<file path="config.mk">
export PLATFORM = sky130hd
export DESIGN_NAME = cfg_bridge_router
export DESIGN_NICKNAME = d
export VERILOG_FILES = /design/src/rtl/cfg_route_pkg.sv /design/src/rtl/cfg_bus_window.sv /design/src/rtl/cfg_own_regs.sv /design/src/rtl/cfg_bridge_router.sv
export SDC_FILE = /design/constraint.sdc
export NUM_CORES = 1
export LEC_CHECK = 0
export ABC_AREA = 1
export BUFFER_PORTS_ARGS = -buffer_cell sky130_fd_sc_hd__buf_2
export CAP_MARGIN = 15
export CORE_MARGIN = 2
export CORE_UTILIZATION = 54
export CTS_BUF_LIST = sky130_fd_sc_hd__clkbuf_4 sky130_fd_sc_hd__clkbuf_8
export DETAILED_ROUTE_END_ITERATION = 8
export GPL_ROUTABILITY_DRIVEN = 0
export MAX_ROUTING_LAYER = met4
export PLACE_DENSITY = 0.87
export SYNTH_ARGS = -nofsm -noshare
export SYNTH_HDL_FRONTEND = slang
export SYNTH_SLANG_ARGS = --single-unit
export TNS_END_PERCENT = 5
</file>
<file path="constraint.sdc">
create_clock -name clk -period 3.9 [get_ports clk]
set_input_delay 0.78 -clock clk [delete_from_list [all_inputs] [get_ports clk]]
set_output_delay 0.78 -clock clk [all_outputs]
set_load 0.01 [all_outputs]
</file>
<file path="src/rtl/cfg_route_pkg.sv">
package cfg_route_pkg;

    localparam int BUS_W  = 8;
    localparam int DEV_W  = 5;
    localparam int FN_W   = 3;
    localparam int DATA_W = 32;
    localparam int BE_W   = DATA_W / 8;

    typedef enum logic [1:0] {
        CPL_SC = 2'b00,
        CPL_UR = 2'b01
    } cpl_status_e;

    typedef enum logic [1:0] {
        RT_CLAIM,
        RT_CONVERT,
        RT_PASS,
        RT_REJECT
    } route_e;

endpackage

</file>
<file path="src/rtl/cfg_bus_window.sv">
module cfg_bus_window
    import cfg_route_pkg::*;
#(
    parameter bit P2P_ONLY = 1'b1
) (
    input  logic             req_type1,
    input  logic [BUS_W-1:0] req_bus,
    input  logic [DEV_W-1:0] req_dev,
    input  logic [BUS_W-1:0] sec_bus,
    input  logic [BUS_W-1:0] sub_bus,
    output route_e           route
);

    logic win_open;
    logic on_sec;
    logic in_deeper;
    logic dev_ok;

    // A window exists only when the below-bus is programmed and ordered.
    assign win_open  = (sec_bus != '0) && (sub_bus >= sec_bus);
    assign on_sec    = (req_bus == sec_bus);
    assign in_deeper = (req_bus > sec_bus) && (req_bus <= sub_bus);

    generate
        if (P2P_ONLY) begin : g_p2p
            assign dev_ok = (req_dev == '0);
        end else begin : g_shared
            assign dev_ok = 1'b1;
        end
    endgenerate

    always_comb begin
        if (!req_type1) begin
            route = RT_CLAIM;
        end else if (!win_open) begin
            route = RT_REJECT;
        end else if (on_sec) begin
            route = dev_ok ? RT_CONVERT : RT_REJECT;
        end else if (in_deeper) begin
            route = RT_PASS;
        end else begin
            route = RT_REJECT;
        end
    end

endmodule

</file>
<file path="src/rtl/cfg_own_regs.sv">
module cfg_own_regs
    import cfg_route_pkg::*;
#(
    parameter int          REG_W     = 10,
    parameter int          BUS_DWORD = 6,
    parameter logic [15:0] VENDOR_ID = 16'hABCD,
    parameter logic [15:0] DEVICE_ID = 16'h0123
) (
    input  logic              clk,
    input  logic              rst_n,
    input  logic              acc_valid,
    input  logic              acc_wr,
    input  logic [REG_W-1:0]  acc_reg,
    input  logic [BE_W-1:0]   acc_be,
    input  logic [DATA_W-1:0] acc_wdata,
    output logic [DATA_W-1:0] rd_data,
    output logic [BUS_W-1:0]  pri_bus,
    output logic [BUS_W-1:0]  sec_bus,
    output logic [BUS_W-1:0]  sub_bus
);

    localparam int          NUM_LANES = 3;
    localparam int          HDR_DWORD = 3;
    localparam logic [31:0] HDR_VALUE = 32'h0001_0000;

    typedef struct packed {
        logic [NUM_LANES-1:0][BUS_W-1:0] num;
    } busregs_t;

    busregs_t regs_d, regs_q;
    logic     bus_hit;

    assign bus_hit = acc_valid && acc_wr && (acc_reg == REG_W'(BUS_DWORD));

    always_comb begin
        regs_d = regs_q;
        if (bus_hit) begin
            for (int lane = 0; lane < NUM_LANES; lane++) begin
                if (acc_be[lane]) begin
                    regs_d.num[lane] = acc_wdata[lane*8 +: BUS_W];
                end
            end
        end
    end

    always_ff @(posedge clk) begin
        if (!rst_n) begin
            regs_q <= '0;
        end else begin
            regs_q <= regs_d;
        end
    end

    always_comb begin
        rd_data = '0;
        if (acc_reg == REG_W'(0)) begin
            rd_data = {DEVICE_ID, VENDOR_ID};
        end else if (acc_reg == REG_W'(HDR_DWORD)) begin
            rd_data = HDR_VALUE;
        end else if (acc_reg == REG_W'(BUS_DWORD)) begin
            rd_data = {8'h00, regs_q.num[2], regs_q.num[1], regs_q.num[0]};
        end
    end

    assign pri_bus = regs_q.num[0];
    assign sec_bus = regs_q.num[1];
    assign sub_bus = regs_q.num[2];

    AST_BUSREG_HOLD: assert property (@(posedge clk) disable iff (!rst_n)
        !(acc_valid && acc_wr && (acc_reg == REG_W'(BUS_DWORD))) |=> $stable(regs_q));

    AST_BUSREG_BE_MASK: assert property (@(posedge clk) disable iff (!rst_n)
        (acc_valid && acc_wr && !acc_be[1]) |=> $stable(sec_bus));

endmodule

</file>
<file path="src/rtl/cfg_bridge_router.sv">
module cfg_bridge_router
    import cfg_route_pkg::*;
#(
    parameter int          REG_W     = 10,
    parameter int          BUS_DWORD = 6,
    parameter bit          P2P_ONLY  = 1'b1,
    parameter logic [15:0] VENDOR_ID = 16'hABCD,
    parameter logic [15:0] DEVICE_ID = 16'h0123
) (
    input  logic              clk,
    input  logic              rst_n,
    input  logic              in_valid,
    input  logic              in_type1,
    input  logic [7:0]        in_bus,
    input  logic [4:0]        in_dev,
    input  logic [2:0]        in_fn,
    input  logic [REG_W-1:0]  in_reg,
    input  logic              in_wr,
    input  logic [3:0]        in_be,
    input  logic [31:0]       in_data,
    output logic              dn_valid,
    output logic              dn_type1,
    output logic [7:0]        dn_bus,
    output logic [4:0]        dn_dev,
    output logic [2:0]        dn_fn,
    output logic [REG_W-1:0]  dn_reg,
    output logic              dn_wr,
    output logic [3:0]        dn_be,
    output logic [31:0]       dn_data,
    output logic              cpl_valid,
    output logic [1:0]        cpl_status,
    output logic [31:0]       cpl_data
);

    typedef struct packed {
        logic              dn_valid;
        logic              dn_type1;
        logic [BUS_W-1:0]  dn_bus;
        logic [DEV_W-1:0]  dn_dev;
        logic [FN_W-1:0]   dn_fn;
        logic [REG_W-1:0]  dn_reg;
        logic              dn_wr;
        logic [BE_W-1:0]   dn_be;
        logic [DATA_W-1:0] dn_data;
        logic              cpl_valid;
        cpl_status_e       cpl_status;
        logic [DATA_W-1:0] cpl_data;
    } out_t;

    out_t              out_d, out_q;
    route_e            route;
    logic [BUS_W-1:0]  pri_bus, sec_bus, sub_bus;
    logic [DATA_W-1:0] own_rd;
    logic              own_acc;

    cfg_bus_window #(
        .P2P_ONLY (P2P_ONLY)
    ) u_window (
        .req_type1 (in_type1),
        .req_bus   (in_bus),
        .req_dev   (in_dev),
        .sec_bus   (sec_bus),
        .sub_bus   (sub_bus),
        .route     (route)
    );

    assign own_acc = in_valid && (route == RT_CLAIM);

    cfg_own_regs #(
        .REG_W     (REG_W),
        .BUS_DWORD (BUS_DWORD),
        .VENDOR_ID (VENDOR_ID),
        .DEVICE_ID (DEVICE_ID)
    ) u_regs (
        .clk       (clk),
        .rst_n     (rst_n),
        .acc_valid (own_acc),
        .acc_wr    (in_wr),
        .acc_reg   (in_reg),
        .acc_be    (in_be),
        .acc_wdata (in_data),
        .rd_data   (own_rd),
        .pri_bus   (pri_bus),
        .sec_bus   (sec_bus),
        .sub_bus   (sub_bus)
    );

    always_comb begin
        out_d = '0;
        if (in_valid) begin
            unique case (route)
                RT_CLAIM: begin
                    out_d.cpl_valid  = 1'b1;
                    out_d.cpl_status = CPL_SC;
                    out_d.cpl_data   = in_wr ? '0 : own_rd;
                end
                RT_CONVERT, RT_PASS: begin
                    out_d.dn_valid = 1'b1;
                    out_d.dn_type1 = (route == RT_PASS);
                    out_d.dn_bus   = in_bus;
                    out_d.dn_dev   = in_dev;
                    out_d.dn_fn    = in_fn;
                    out_d.dn_reg   = in_reg;
                    out_d.dn_wr    = in_wr;
                    out_d.dn_be    = in_be;
                    out_d.dn_data  = in_data;
                end
                default: begin
                    out_d.cpl_valid  = 1'b1;
                    out_d.cpl_status = CPL_UR;
                end
            endcase
        end
    end

    always_ff @(posedge clk) begin
        if (!rst_n) begin
            out_q <= '0;
        end else begin
            out_q <= out_d;
        end
    end

    assign dn_valid   = out_q.dn_valid;
    assign dn_type1   = out_q.dn_type1;
    assign dn_bus     = out_q.dn_bus;
    assign dn_dev     = out_q.dn_dev;
    assign dn_fn      = out_q.dn_fn;
    assign dn_reg     = out_q.dn_reg;
    assign dn_wr      = out_q.dn_wr;
    assign dn_be      = out_q.dn_be;
    assign dn_data    = out_q.dn_data;
    assign cpl_valid  = out_q.cpl_valid;
    assign cpl_status = out_q.cpl_status;
    assign cpl_data   = out_q.cpl_data;

    AST_ONE_RESULT: assert property (@(posedge clk) disable iff (!rst_n)
        !(dn_valid && cpl_valid));

    AST_RESULT_FOLLOWS: assert property (@(posedge clk) disable iff (!rst_n)
        in_valid |=> (dn_valid || cpl_valid));

    AST_NO_SPURIOUS: assert property (@(posedge clk) disable iff (!rst_n)
        !in_valid |=> (!dn_valid && !cpl_valid));

    AST_TYPE0_CLAIMED: assert property (@(posedge clk) disable iff (!rst_n)
        (in_valid && !in_type1) |=> (cpl_valid && cpl_status == CPL_SC));

    AST_FWD_FIELDS: assert property (@(posedge clk) disable iff (!rst_n)
        (in_valid && in_type1) |=> (!dn_valid ||
            (dn_bus == $past(in_bus) && dn_dev == $past(in_dev) && dn_reg == $past(in_reg))));

    AST_CONVERT_ON_SEC: assert property (@(posedge clk) disable iff (!rst_n)
        (in_valid && in_type1 && in_bus == sec_bus && sec_bus != '0 && sub_bus >= sec_bus
         && in_dev == '0) |=> (dn_valid && !dn_type1));

    AST_WINDOW_CLOSED: assert property (@(posedge clk) disable iff (!rst_n)
        (in_valid && in_type1 && sec_bus == '0) |=> (cpl_valid && cpl_status == CPL_UR));

    AST_UR_NO_DATA: assert property (@(posedge clk) disable iff (!rst_n)
        (cpl_valid && cpl_status == CPL_UR) |-> (cpl_data == '0));

endmodule

</file>
==> impl_metrics.env <==
export IMPL_grt_max_degree=42
export IMPL_multi_input_area_um2=1550
export IMPL_cp_required_ps=4260
export IMPL_drc=0
export IMPL_largest_reg_flops=32
export IMPL_syn_area_um2=4370
export IMPL_setup_ws_ps=944
export IMPL_post_route_period_util=0.758
export IMPL_dp_slack_ps=627
export IMPL_cts_tree="yes"
export IMPL_finalSetupViolations=0
export IMPL_cts_made_buffers=17
export IMPL_fillCellCount=592
export IMPL_synth_enable_flop_cells=0
export IMPL_yosysSeqAreaShare=0.532
export IMPL_vdd_drop_max_mv=0.236
export IMPL_synth_flop_cell="dfxtp_1"
export IMPL_grt_first_pass_wirelength_mm=17.0
export IMPL_synth_cells=551
export IMPL_final_antenna_net_count=0
export IMPL_grt_overflow_total=0
export IMPL_utilization=0.719
export IMPL_rsz0062_at_grt="no"
export IMPL_clk_pin_slew_worst_paths_ps=70
export IMPL_cts_setup_buffers=0
export IMPL_maxSlewHeadroom=0.604
export IMPL_yosysUniqueCellTypes=27
export IMPL_fin_skew_ps=10.6
export IMPL_wl_mm=10.5
export IMPL_die_y_um=93.9
export IMPL_worst_slew_pin_slew_ps=592
export IMPL_post_dp_hpwl_mm=7.99
export IMPL_maxSlewViolCount=0
export IMPL_root_buffer="clkbuf_8"
export IMPL_initial_core_util=0.562
export IMPL_firstDrtPassIters=5
export IMPL_synth_seq_cells=116
export IMPL_synthArstFlopShare=0
export IMPL_grt_total_usage=0.257
export IMPL_powerDensity_nw_per_um2=431
export IMPL_crit_path_start_kind="register"
export IMPL_setup_tns_ps=0
export IMPL_viasPerCell=4.71
export IMPL_status="finished, final reports clean"
export IMPL_cts_htree_levels=4
export IMPL_layout_drive_gt1_share=0.283
export IMPL_total_power_uw=2400
export IMPL_path_max_fanout=16
export IMPL_io_buffers=158
export IMPL_p_leak_uw=0.00330
export IMPL_hold_viol=0
export IMPL_path_class="reg2reg"
export IMPL_dieWidth_um=93.9
export IMPL_synth_warnings=0
export IMPL_post_cts_resized=0
export IMPL_antenna_cells=0
export IMPL_vias=3892
export IMPL_nets=806
export IMPL_critPathCaptureType="register"
export IMPL_grt_pass1_vias=3803
export IMPL_die_area_um2=8820
export IMPL_fmax_mhz=338
export IMPL_regArea_um2=2320
export IMPL_whs_path_depth=2
export IMPL_maxCapViolCount=0
export IMPL_synth_area_per_cell_um2=7.93
export IMPL_clock_latency_ps=420
export IMPL_cts_sinks=116
export IMPL_syn2layout_area_growth_pct=27.8
export IMPL_fp_row_count=32
export IMPL_cts_max_path_buffers=2
export IMPL_min_path_type="reg2reg"
export IMPL_hold_ws_ps=437
export IMPL_drt_iter0_drc=194
export IMPL_holdBufCountCts=0
export IMPL_antenna_found_initial=0
export IMPL_ios=167
export IMPL_rr_worst_depth=15
export IMPL_crit_arrival_ps=3310
export IMPL_coreArea_um2=7770
export IMPL_wl_per_cell_um=12.8
export IMPL_period_minus_slack_ps=2960
routing by layer:
metal | GRT usage | vias to the layer above | wire length, um
met1 | 0.282 | 1728 | 4280
met5 | - | - | 0
met3 | 0.0682 | 29 | 819
li1 | - | 1944 | -
met2 | 0.436 | 191 | 5170
met4 | 0.120 | 0 | 286
synthesized netlist by cell type (2+ instances only):
cell	number	area, um2
buf_2	9	45.0
dfxtp_1	116	2320
clkbuf_1	2	7.51
nor4_1	2	12.5
buf_4	9	67.6
nand3_1	18	90.1
inv_2	3	11.3
nand4_2	3	37.5
nand2_1	93	349
nor2_2	3	18.8
o21a_1	2	15.0
inv_1	100	375
buf_1	5	18.8
nor2_1	132	495
nor3_1	3	15.0
o21ai_0	2	10.0
ha_1	27	338
nand4_1	5	31.3
a21oi_1	9	45.0
worst paths after layout:
check,start,endpoint,slack (ps)
setup / recovery,u_regs.sec_bus[7]$_SDFFE_PN0P_,u_regs.sec_bus[6]$_SDFFE_PN0P_,940
hold / removal,u_regs.pri_bus[4]$_SDFFE_PN0P_,cpl_data[4]$_SDFF_PP0_,440
setup reg to reg,u_regs.sec_bus[7]$_SDFFE_PN0P_,u_regs.sec_bus[6]$_SDFFE_PN0P_,940
hold reg to reg,u_regs.pri_bus[4]$_SDFFE_PN0P_,cpl_data[4]$_SDFF_PP0_,440
cells by family (layout without fill, tap and decap cells):
kind of cell	Yosys count	after routing	share of synthesized area
flops	116	116	0.532
compound gates	15	15	0.0195
simple gates	263	263	0.250
fa+ha+maj	27	27	0.0773
other cells	1	8	0.000859
buf+inv	129	296	0.121
power breakdown:
part	internal (uW)	total, uW	switching (uW)
Combinational	64.2	159	95.2
Sequential	1210	1210	4.89
Clock	526	1030	507
critical path, cell delays in order, from the launching register on:
cell     delay (ps)
dfxtp_1         390
inv_1           110
ha_1            310
nand2_1          80
nor2_1          150
nand4_1          90
nand3_1         120
nand2_1          80
o21ai_0         290
ha_1            210
nand2_1          90
nor2_2          180
nand4_2         400
nand2_1         210
nand2_1          60
nor2_1          120
cell usage in the layout, fill, tap and decap left out, types with 4 or more instances in the layout:
| cell | synthesis | routed |
|---|---|---|
| clkinvlp_4 | 0 | 4 |
| inv_1 | 100 | 100 |
| buf_2 | 9 | 158 |
| nand2_1 | 93 | 93 |
| a21oi_1 | 9 | 9 |
| dfxtp_1 | 116 | 116 |
| clkbuf_8 | 0 | 18 |
| nand4_1 | 5 | 5 |
| nand3_1 | 18 | 17 |
| ha_1 | 27 | 27 |
| nor2_1 | 132 | 132 |
| conb_1 | 1 | 8 |
layout make-up:
cell class | instances | area share
clock buffers | 18 | 0.0444
clock inverters | 14 | 0.0233
inverters | 104 | 0.0699
multi-input cells | 313 | 0.277
flip-flops and latches | 116 | 0.416
well taps | 102 | 0.0229
repair buffers | 160 | 0.147
metrics by stage:
| stage | instances | area [um2] |
|---|---|---|
| detailed placement | 795 | 5210 |
| finish | 827 | 5580 |
| floorplan | 558 | 4390 |
| CTS | 827 | 5580 |
| global placement | 795 | 5210 |
| global route | 827 | 5580 |
Power figures use the tool's default switching activity.
